File: src/rtl/tlbrand_pkg.sv
// Shared constants for the victim index picker.
// Assumes a 32-bit congruential state and a 64-slot maximum buffer.
package tlbrand_pkg;
    localparam int unsigned LCG_MUL    = 314159;
    localparam int unsigned LCG_INC    = 1;
    localparam int unsigned STATE_BITS = 32;
    localparam int unsigned RAW_SHIFT  = 16;
    localparam int unsigned IDX_BITS   = 6;
endpackage

File: src/rtl/tlbrand_lcg.sv
// One step of the linear congruential generator: nxt = state*MUL + INC,
// truncated to STATE_W bits. Purely combinational.
module tlbrand_lcg #(
    parameter int unsigned STATE_W = 32,
    parameter int unsigned MUL     = 314159,
    parameter int unsigned INC     = 1
) (
    input  logic [STATE_W-1:0] state_i,
    output logic [STATE_W-1:0] next_o
);
    localparam logic [STATE_W-1:0] MUL_V = STATE_W'(MUL);
    localparam logic [STATE_W-1:0] INC_V = STATE_W'(INC);

    // Multiply-add in modular arithmetic of the state width.
    always_comb begin
        next_o = state_i * MUL_V + INC_V;
    end
endmodule

File: src/rtl/tlbrand_rdiv.sv
// Bit-serial restoring remainder unit. It takes DVD_W cycles after start and
// pulses done_o. Assumes that remainders below divisor fit in DSR_W-1 bits.
// A zero divisor gives a meaningless remainder, which the caller discards.
module tlbrand_rdiv #(
    parameter int unsigned DVD_W = 16,
    parameter int unsigned DSR_W = 7
) (
    input  logic             clk,
    input  logic             rst_n,
    input  logic             start_i,
    input  logic [DVD_W-1:0] dividend_i,
    input  logic [DSR_W-1:0] divisor_i,
    output logic             busy_o,
    output logic             done_o,
    output logic [DSR_W-1:0] rem_o
);
    localparam int unsigned CNT_W = $clog2(DVD_W + 1);

    logic [DVD_W-1:0] dvd_q;
    logic [DSR_W-1:0] dsr_q;
    logic [DSR_W-1:0] rem_q;
    logic [CNT_W-1:0] cnt_q;
    logic             busy_q;
    logic             done_q;
    logic [DSR_W-1:0] trial;
    logic [DSR_W-1:0] rem_nx;

    // Shift in the next dividend bit and subtract the divisor if it fits.
    always_comb begin
        trial  = {rem_q[DSR_W-2:0], dvd_q[DVD_W-1]};
        rem_nx = (trial >= dsr_q) ? (trial - dsr_q) : trial;
    end

    // Load on start, then run one iteration per clock until the count expires.
    always_ff @(posedge clk) begin
        if (!rst_n) begin
            dvd_q  <= '0;
            dsr_q  <= '0;
            rem_q  <= '0;
            cnt_q  <= '0;
            busy_q <= 1'b0;
            done_q <= 1'b0;
        end else begin
            done_q <= 1'b0;
            if (start_i && !busy_q) begin
                dvd_q  <= dividend_i;
                dsr_q  <= divisor_i;
                rem_q  <= '0;
                cnt_q  <= CNT_W'(DVD_W);
                busy_q <= 1'b1;
            end else if (busy_q) begin
                rem_q <= rem_nx;
                dvd_q <= {dvd_q[DVD_W-2:0], 1'b0};
                cnt_q <= cnt_q - 1'b1;
                if (cnt_q == CNT_W'(1)) begin
                    busy_q <= 1'b0;
                    done_q <= 1'b1;
                end
            end
        end
    end

    assign busy_o = busy_q;
    assign done_o = done_q;
    assign rem_o  = rem_q;
endmodule

File: src/rtl/tlb_victim_sel.sv
// Victim index picker for a translation buffer. On an accepted request it
// steps the congruential state and captures the slot and pinned counts. It
// then reduces the upper state half modulo the unpinned span and offsets the
// result by the pinned count. Assumes 1 <= slots_i <= 2**IDX_W. When every
// slot is pinned, the index falls back to slots-1.
module tlb_victim_sel
    import tlbrand_pkg::*;
#(
    parameter int unsigned STATE_W = STATE_BITS,
    parameter int unsigned SHIFT   = RAW_SHIFT,
    parameter int unsigned IDX_W   = IDX_BITS,
    parameter int unsigned MUL     = LCG_MUL,
    parameter int unsigned INC     = LCG_INC
) (
    input  logic             clk,
    input  logic             rst_n,
    input  logic             req_i,
    input  logic [IDX_W:0]   slots_i,
    input  logic [IDX_W-1:0] pinned_i,
    output logic [IDX_W-1:0] index_o,
    output logic             valid_o
);
    localparam int unsigned CNT_W = IDX_W + 1;
    localparam int unsigned RAW_W = STATE_W - SHIFT;

    logic [STATE_W-1:0] state_q;
    logic [STATE_W-1:0] state_nx;
    logic [CNT_W-1:0]   slots_q;
    logic [IDX_W-1:0]   pinned_q;
    logic [CNT_W-1:0]   span;
    logic [CNT_W-1:0]   rem;
    logic [CNT_W-1:0]   top_slot;
    logic               busy;
    logic               done;
    logic               accept;
    logic               all_pinned;

    tlbrand_lcg #(.STATE_W(STATE_W), .MUL(MUL), .INC(INC)) lcg_i (
        .state_i (state_q),
        .next_o  (state_nx)
    );

    // A request is taken only while the divider is idle.
    always_comb begin
        accept = req_i && !busy;
        span   = slots_i - {1'b0, pinned_i};
    end

    tlbrand_rdiv #(.DVD_W(RAW_W), .DSR_W(CNT_W)) div_i (
        .clk        (clk),
        .rst_n      (rst_n),
        .start_i    (accept),
        .dividend_i (state_nx[STATE_W-1:SHIFT]),
        .divisor_i  (span),
        .busy_o     (busy),
        .done_o     (done),
        .rem_o      (rem)
    );

    // Advance the generator and capture the range inputs on acceptance.
    always_ff @(posedge clk) begin
        if (!rst_n) begin
            state_q  <= '0;
            slots_q  <= '0;
            pinned_q <= '0;
        end else if (accept) begin
            state_q  <= state_nx;
            slots_q  <= slots_i;
            pinned_q <= pinned_i;
        end
    end

    // Pick the offset remainder, or the top slot when nothing is free.
    always_comb begin
        all_pinned = {1'b0, pinned_q} >= slots_q;
        top_slot   = slots_q - 1'b1;
        if (!done)
            index_o = '0;
        else if (all_pinned)
            index_o = top_slot[IDX_W-1:0];
        else
            index_o = rem[IDX_W-1:0] + pinned_q;
        valid_o = done;
    end
endmodule

File: config.mk
export PLATFORM = sky130hd
export DESIGN_NAME = tlb_victim_sel
export DESIGN_NICKNAME = d
export VERILOG_FILES = /design/src/rtl/tlbrand_pkg.sv /design/src/rtl/tlbrand_lcg.sv /design/src/rtl/tlbrand_rdiv.sv /design/src/rtl/tlb_victim_sel.sv
export SDC_FILE = /design/constraint.sdc
export NUM_CORES = 1
export LEC_CHECK = 0
export BUFFER_PORTS_ARGS = -buffer_cell sky130_fd_sc_hd__buf_2
export CORE_AREA = 2 2 155 270
export DETAILED_ROUTE_END_ITERATION = 12
export DIE_AREA = 0 0 157 272
export PLACE_DENSITY = 0.43
export SLEW_MARGIN = 20
export SYNTH_ARGS = -nofsm -noshare
export SYNTH_HDL_FRONTEND = slang
export SYNTH_SLANG_ARGS = --single-unit
File: constraint.sdc
create_clock -name clk -period 17.73 [get_ports clk]
set_input_delay 0 -clock clk [delete_from_list [all_inputs] [get_ports clk]]
set_output_delay 0 -clock clk [all_outputs]
set_load 0.05 [all_outputs]
==> impl_metrics.py, run 1 <==
metrics = {
    "synth": {
        "synth_top_area_share_pct": 31.1,
        "async_reset_ff_share_pct": 0,
        "ys_seq_elements": 81,
        "synth_top_family_by_area": "adder cells",
        "ys.flop_type": "dfxtp_1",
        "syn-num-nets": 1722,
        "synth_compound_area_share_pct": 10.4,
        "muxShareOfSynthArea_pct": 0.502,
        "synthCells": 1349,
        "synth_adder_area_share_pct": 49.0,
        "synth_area_leaders": "fa_1 31%, ha_1 18%, dfxtp_1 14%, inv_1 13%, xnor2_1 3.8%",
        "post_synth_and_or_nand_nor_area_fraction_pct": 7.16,
        "syn_area_per_cell_um2": 8.88,
        "synthXorXnorAreaFrac_pct": 5.12,
        "ys_seq_area_share_pct": 13.5,
        "yosysTopAreaCell": "fa_1",
        "synth_cell_type_count": 58,
        "netlist_area_um2": 12000,
        "yosysWarnings": 0,
        "synth_edf_count": 0,
    },
    "drt": {
        "wl_mm": 33.1,
        "ant_nets": 0,
        "drt-pass1-iter-count": 4,
        "drtIter0Drc": 243,
        "dr_wl_met3_um": 274,
        "avgRoutedWirePerCell_um": 17.2,
        "highest_layer": "met4",
        "drt-met1-wl_mm": 12.1,
        "drc": 0,
        "dr_wl_met2_mm": 19.1,
        "vias": 8462,
        "viasPerCell": 4.39,
    },
    "min_path": {
        "hold_path.startpoint": "slots_i[6]",
        "hold_class": "input port to flop",
    },
    "sta": {
        "hold_violations": 0,
        "setup_viol_count_final": 0,
        "worstMarginPinSlew_ns": 0.928,
        "max_slew_margin_pct": 38.0,
        "final_max_slew_viol_count": 0,
        "fin_skew_ns": 0.00803,
        "rsz0062_at_grt": "false",
        "max_freq_mhz": 158,
        "setup_tns_ns": 0,
        "fin_crit_ns": 6.33,
        "fin_crit_sh_pct": 35.7,
    },
    "worst_setup_path": {
        "r2r_start": "state_q[13]",
        "cpLargestDelayFamily": "adder cells",
        "startpoint_type": "flop",
        "cp.arrival_ns": 6.56,
        "crit_path_max_fanout": 6,
        "required_ns": 17.95,
        "crit_path_frequent_cell": "inv_1",
        "cp_num_buf_inv": 6,
        "crit_type": "flop to flop",
        "critPathLaunch": "state_q[13]",
        "max_stage_delay_ns": 0.58,
        "crit_chain": "inv_1, fa_1, inv_1, ha_1, inv_1, fa_1, inv_1, fa_1, fa_1, inv_1, fa_1, inv_1, ha_1, nand2_1, o21ai_1, a2111o_1, a221o_1, a21o_4, a41oi_4, o21bai_2, xnor2_1, o22ai_1",
        "end_kind": "flop",
        "cp_slowest_cell": "fa_1",
    },
    "grt": {
        "grt_pass1_vias": 9421,
        "groute.usage.overall_pct": 16.9,
        "antenna_found_initial": 0,
        "grt_pass1_wl_mm": 53.3,
        "globalRoute.totalOverflow": 0,
        "grt_max_degree": 40,
    },
    "placement": {
        "dpl.hpwl_mm": 28.6,
        "gp_congestion": 0.837,
        "port_buffers": 22,
    },
    "floorplanning": {
        "dieArea_um2": 42700,
        "num_rows": 98,
        "coreArea_um2": 40600,
        "initial_core_util_pct": 29.5,
        "die_h_um": 272,
        "die_w_um": 157,
        "ios": 23,
    },
    "final_layout": {
        "syn_to_final_growth_pct": 9.60,
        "nNetsFinal": 1746,
        "drive_gt1_share_pct": 4.21,
        "antenna_cells": 0,
    },
    "clock_tree": {
        "cts_buffers": 9,
        "clockBufferDepth": 2,
        "ctsResizeCount": 0,
        "root_buffer": "clkbuf_16",
        "clock_latency_ns": 0.37,
        "clk_pin_slew_ns": 0.07,
        "cts_tree": "built",
        "cts.htree.levels": 3,
        "cts_sinks": 81,
    },
    "status": {
        "status": "complete, no violations",
    },
    "flow_run": {
        "max_cap_violations": 0,
    },
}
cells in the mapped netlist, drive strengths merged, types with 10 or more instances:
cell,instances
xor2,18
clkbuf,27
a21oi,85
dfxtp,81
xnor2,52
a21o,12
nor2,41
fa,186
and3,15
nand2,91
inv,414
o21ai,38
o22ai,19
ha,171
nand3,10
kinds of logic after synthesis:
logic type / Yosys count
compound gates: 199
xor+xnor: 70
fa+ha+maj: 357
buf+inv: 444
flops: 81
mux: 6
simple gates: 192
flip-flops by register name (all words and copies together) (netlist names):
name and cells:
state_q 32, div_i.dvd_q 16, div_i.dsr_q 7, slots_q 7
div_i.rem_o 6, pinned_q 6, div_i.cnt_q 5, div_i.busy_o 1
div_i.done_o 1
layout make-up:
class                   count  area (µm²)
clock buffers              10         239
clock inverters             6        72.6
multi-input cells         824        8650
fillers                  4278       27500
repair buffers             42         298
inverters                 415        1560
flip-flops and latches     81        1620
well taps                 550         688
routing by layer:
metal | track usage (%) | vias up
li1 | - | 4160
met1 | 17.5 | 4188
met2 | 33.3 | 66
met3 | 1.15 | 48
met4 | 8.18 | 0
met5 | 0 | -
through the flow:
step | cell area [µm²] | std cells | setup slack (ns) | util (%) | hold slack [ns]
floorplan | 12000 | 1349 | 12.06 | - | 0.129
global placement | 12700 | 1897 | 11.39 | 31.2 | 0.267
detailed placement | 12700 | 1897 | 11.39 | 31.2 | 0.268
CTS | 13100 | 1928 | 11.36 | 32.3 | 0.414
global route | 13100 | 1928 | 11.10 | 32.3 | 0.446
finish | 13100 | 1928 | 11.40 | 32.3 | 0.425
worst paths after layout:
path / slack, ns / cells after the start / endpoint
setup / recovery: 11.40 / 22 / state_q[29]
hold / removal: 0.42 / 4 / slots_q[6]
setup reg to reg: 11.40 / 22 / state_q[29]
hold reg to reg: 0.46 / 2 / div_i.dsr_q[3]
placed cells by master, fill, tap and decap left out, drive strengths merged, types with 2 or more instances in the layout:
cell type / n
and2: 7
a41oi: 2
nor2b: 6
a211oi: 8
o211ai: 3
inv: 417
o22ai: 19
a311oi: 2
nor3: 7
a21oi: 85
dfxtp: 81
o31ai: 3
o21ai: 38
nand4b: 2
nand2: 91
xnor2: 52
nand2b: 6
dlygate4sd3: 15
clkinv: 3
and3: 15
a21boi: 4
o21bai: 4
nand4: 3
a21o: 12
clkbuf: 10
ha: 171
mux2i: 6
or2: 2
xor2: 18
buf: 27
a31oi: 3
fa: 186
o221ai: 2
nor2: 41
nand3: 10
o21a: 5
worst min-delay path, stage by stage:
cell and delay (ns):
dlygate4sd3_1 0.52, buf_2 0.14, nand2_1 0.05, a21oi_1 0.05
repair_timing:
item / CTS / global route
setup buffers: 0 / 0
hold buffers: 15 / 0
hold endpoints to repair: 19 / 0
Power of run 1 is not shown: default switching activity piles up to over one toggle a cycle in this logic, so the estimate is an artifact.
==> run 2, diff against run 1 <==
--- a/config.mk
+++ b/config.mk
@@ -9,7 +9,7 @@
 export CORE_AREA = 2 2 155 270
 export DETAILED_ROUTE_END_ITERATION = 12
 export DIE_AREA = 0 0 157 272
-export PLACE_DENSITY = 0.43
+export PLACE_DENSITY = 0.44
 export SLEW_MARGIN = 20
 export SYNTH_ARGS = -nofsm -noshare
 export SYNTH_HDL_FRONTEND = slang
==> constraint.sdc (replaced) <==
create_clock -name clk -period 5.73 [get_ports clk]
set_input_delay 0 -clock clk [delete_from_list [all_inputs] [get_ports clk]]
set_output_delay 0 -clock clk [all_outputs]
set_load 0.05 [all_outputs]
==> run 2 against run 1 <==
Net effect:
- cell area grew 7.3%
- sequential share of layout area shrank 0.81 points
- flip-flop and latch count is the same
- final cell count grew 5.6%
- routed wire length grew 3.4%
- fmax grew 15%
- worst hold slack gained 0.0024 ns
- non-clock buffer count grew 108
- core utilization grew 2.4 points
- register-to-register slack lost 11 ns
==> impl_metrics.py, run 2 (synthesis gave the netlist of run 1 again) <==
metrics = {
    "placement": {
        "gp_congestion": 0.842,
        "port_buffers": 22,
        "dpl.hpwl_mm": 29.5,
        "postPlaceCellArea_um2": 13400,
        "dp_slack_ns": -0.110,
        "placed_cells": 1996,
    },
    "min_path": {
        "hold_class": "input port to flop",
    },
    "grt": {
        "grt_pass1_vias": 10100,
        "antenna_found_initial": 0,
        "groute.usage.overall_pct": 17.4,
        "grt_pass1_wl_mm": 55.6,
        "grt_max_degree": 40,
        "globalRoute.totalOverflow": 0,
    },
    "worst_setup_path": {
        "crit_path_max_fanout": 4,
        "max_stage_delay_ns": 0.52,
        "end_kind": "flop",
        "crit_path_frequent_cell": "inv_1",
        "crit_type": "flop to flop",
        "cp_num_buf_inv": 10,
        "cp_slowest_cell": "fa_1",
        "cpLargestDelayFamily": "adder cells",
        "required_ns": 5.95,
        "cp.arrival_ns": 5.73,
        "startpoint_type": "flop",
    },
    "sta": {
        "fin_crit_ns": 5.51,
        "fin_crit_sh_pct": 96.2,
        "max_freq_mhz": 181,
        "worstMarginPinSlew_ns": 1.02,
        "rsz0062_at_grt": "true",
        "setup_viol_count_final": 0,
        "whs_ns": 0.427,
        "max_slew_margin_pct": 31.6,
        "hold_violations": 0,
        "final_max_slew_viol_count": 0,
        "fin_ws_ns": 0.216,
        "fin_skew_ns": 0.0120,
    },
    "drt": {
        "viasPerCell": 4.40,
        "drtIter0Drc": 300,
        "wl_mm": 34.2,
        "drc": 0,
        "avgRoutedWirePerCell_um": 16.8,
        "vias": 8956,
        "ant_nets": 0,
        "drt-pass1-iter-count": 4,
    },
    "clock_tree": {
        "clockBufferDepth": 2,
        "cts_sinks": 81,
        "cts_tree": "built",
        "clk_pin_slew_ns": 0.07,
        "cts_buffers": 9,
        "clock_latency_ns": 0.37,
        "cts.htree.levels": 3,
        "root_buffer": "clkbuf_16",
    },
    "final_layout": {
        "layout_common_cells": "406 x inv_1, 185 x fa_1, 165 x ha_1, 112 x buf_4, 91 x nand2_1",
        "largest_reg_flops": 32,
        "nFillCells": 4304,
        "finalNonFillerCells": 2036,
        "top_register": "state_q",
        "drive_gt1_share_pct": 13.1,
        "nNetsFinal": 1854,
        "design_area_um2": 14100,
        "syn_to_final_growth_pct": 17.6,
        "antenna_cells": 0,
        "regArea_um2": 1630,
        "largestRegisters": "state_q: 32 flops, div_i.dvd_q: 16 flops",
        "final_common_cell": "inv_1",
        "multi_input_area_um2": 8800,
    },
    "floorplanning": {
        "die_w_um": 157,
        "ios": 23,
        "die_h_um": 272,
        "num_rows": 98,
        "dieArea_um2": 42700,
        "coreArea_um2": 40600,
        "initial_core_util_pct": 29.5,
    },
    "status": {
        "status": "complete, no violations",
    },
    "flow_run": {
        "max_cap_violations": 0,
    },
}
==> run 2: worst register-to-register path: stages (launching register included) <==
cell	delay, ns
dfxtp_2	0.34
inv_2	0.06
buf_4	0.14
fa_1	0.47
inv_1	0.04
ha_1	0.26
inv_1	0.04
fa_1	0.48
inv_1	0.07
fa_1	0.52
inv_1	0.07
fa_2	0.46
fa_1	0.50
inv_1	0.05
ha_1	0.31
nand3_1	0.10
o221ai_1	0.10
a21oi_1	0.15
o211ai_1	0.15
buf_4	0.20
o31ai_4	0.21
buf_4	0.15
o21ai_1	0.06
xnor2_1	0.14
buf_4	0.15
nand2_1	0.06
o21ai_0	0.07
==> run 2: layer usage <==
metal | part of all wire (%) | track usage, % | vias up | routed length [µm]
li1 | - | - | 4373 | -
met1 | 35 | 17.6 | 4417 | 12000
met2 | 58 | 34.5 | 102 | 19900
met3 | 1.3 | 1.48 | 64 | 447
met4 | 5.5 | 8.96 | 0 | 1880
met5 | 0 | 0 | - | 0
==> run 2: worst paths after layout <==
kind | from | to | slack (ns) | cells after the start
setup / recovery | state_q[11] | state_q[26] | 0.22 | 26
hold / removal | pinned_i[3] | pinned_q[3] | 0.43 | 4
hold reg to reg | div_i.dsr_q[2] | div_i.dsr_q[2] | 0.45 | 2
setup reg to reg | state_q[11] | state_q[26] | 0.22 | 26
==> run 2: final cells by class <==
cell class | count | area share [%]
Clock buffer | 9 | 1.60
Clock inverter | 7 | 0.391
Inverter | 415 | 11.1
Multi-Input combinational cell | 824 | 62.5
Sequential cell | 81 | 11.6
Tap cell | 550 | 4.89
Timing Repair Buffer | 150 | 7.96
==> run 2: through the flow <==
stage / setup TNS (ns) / util [%]
after floorplan: 0 / -
after global routing: -0.0193 / 34.7
after detailed placement: -0.413 / 33.1
final: 0 / 34.7
after CTS: 0 / 34.2
after global placement: -0.241 / 33.1
==> run 2: repair_timing <==
item / 4_1_cts / 5_1_grt
hold buffers: 15 / 0
endpoints found under the setup margin: 13 / 23
pin swaps: 2 / 21
buffers inserted: 1 / 8
gates cloned: 0 / 0
hold endpoints to repair: 20 / 0
gates resized for setup: 6 / 37
Power of run 2 is left out for the same reason.
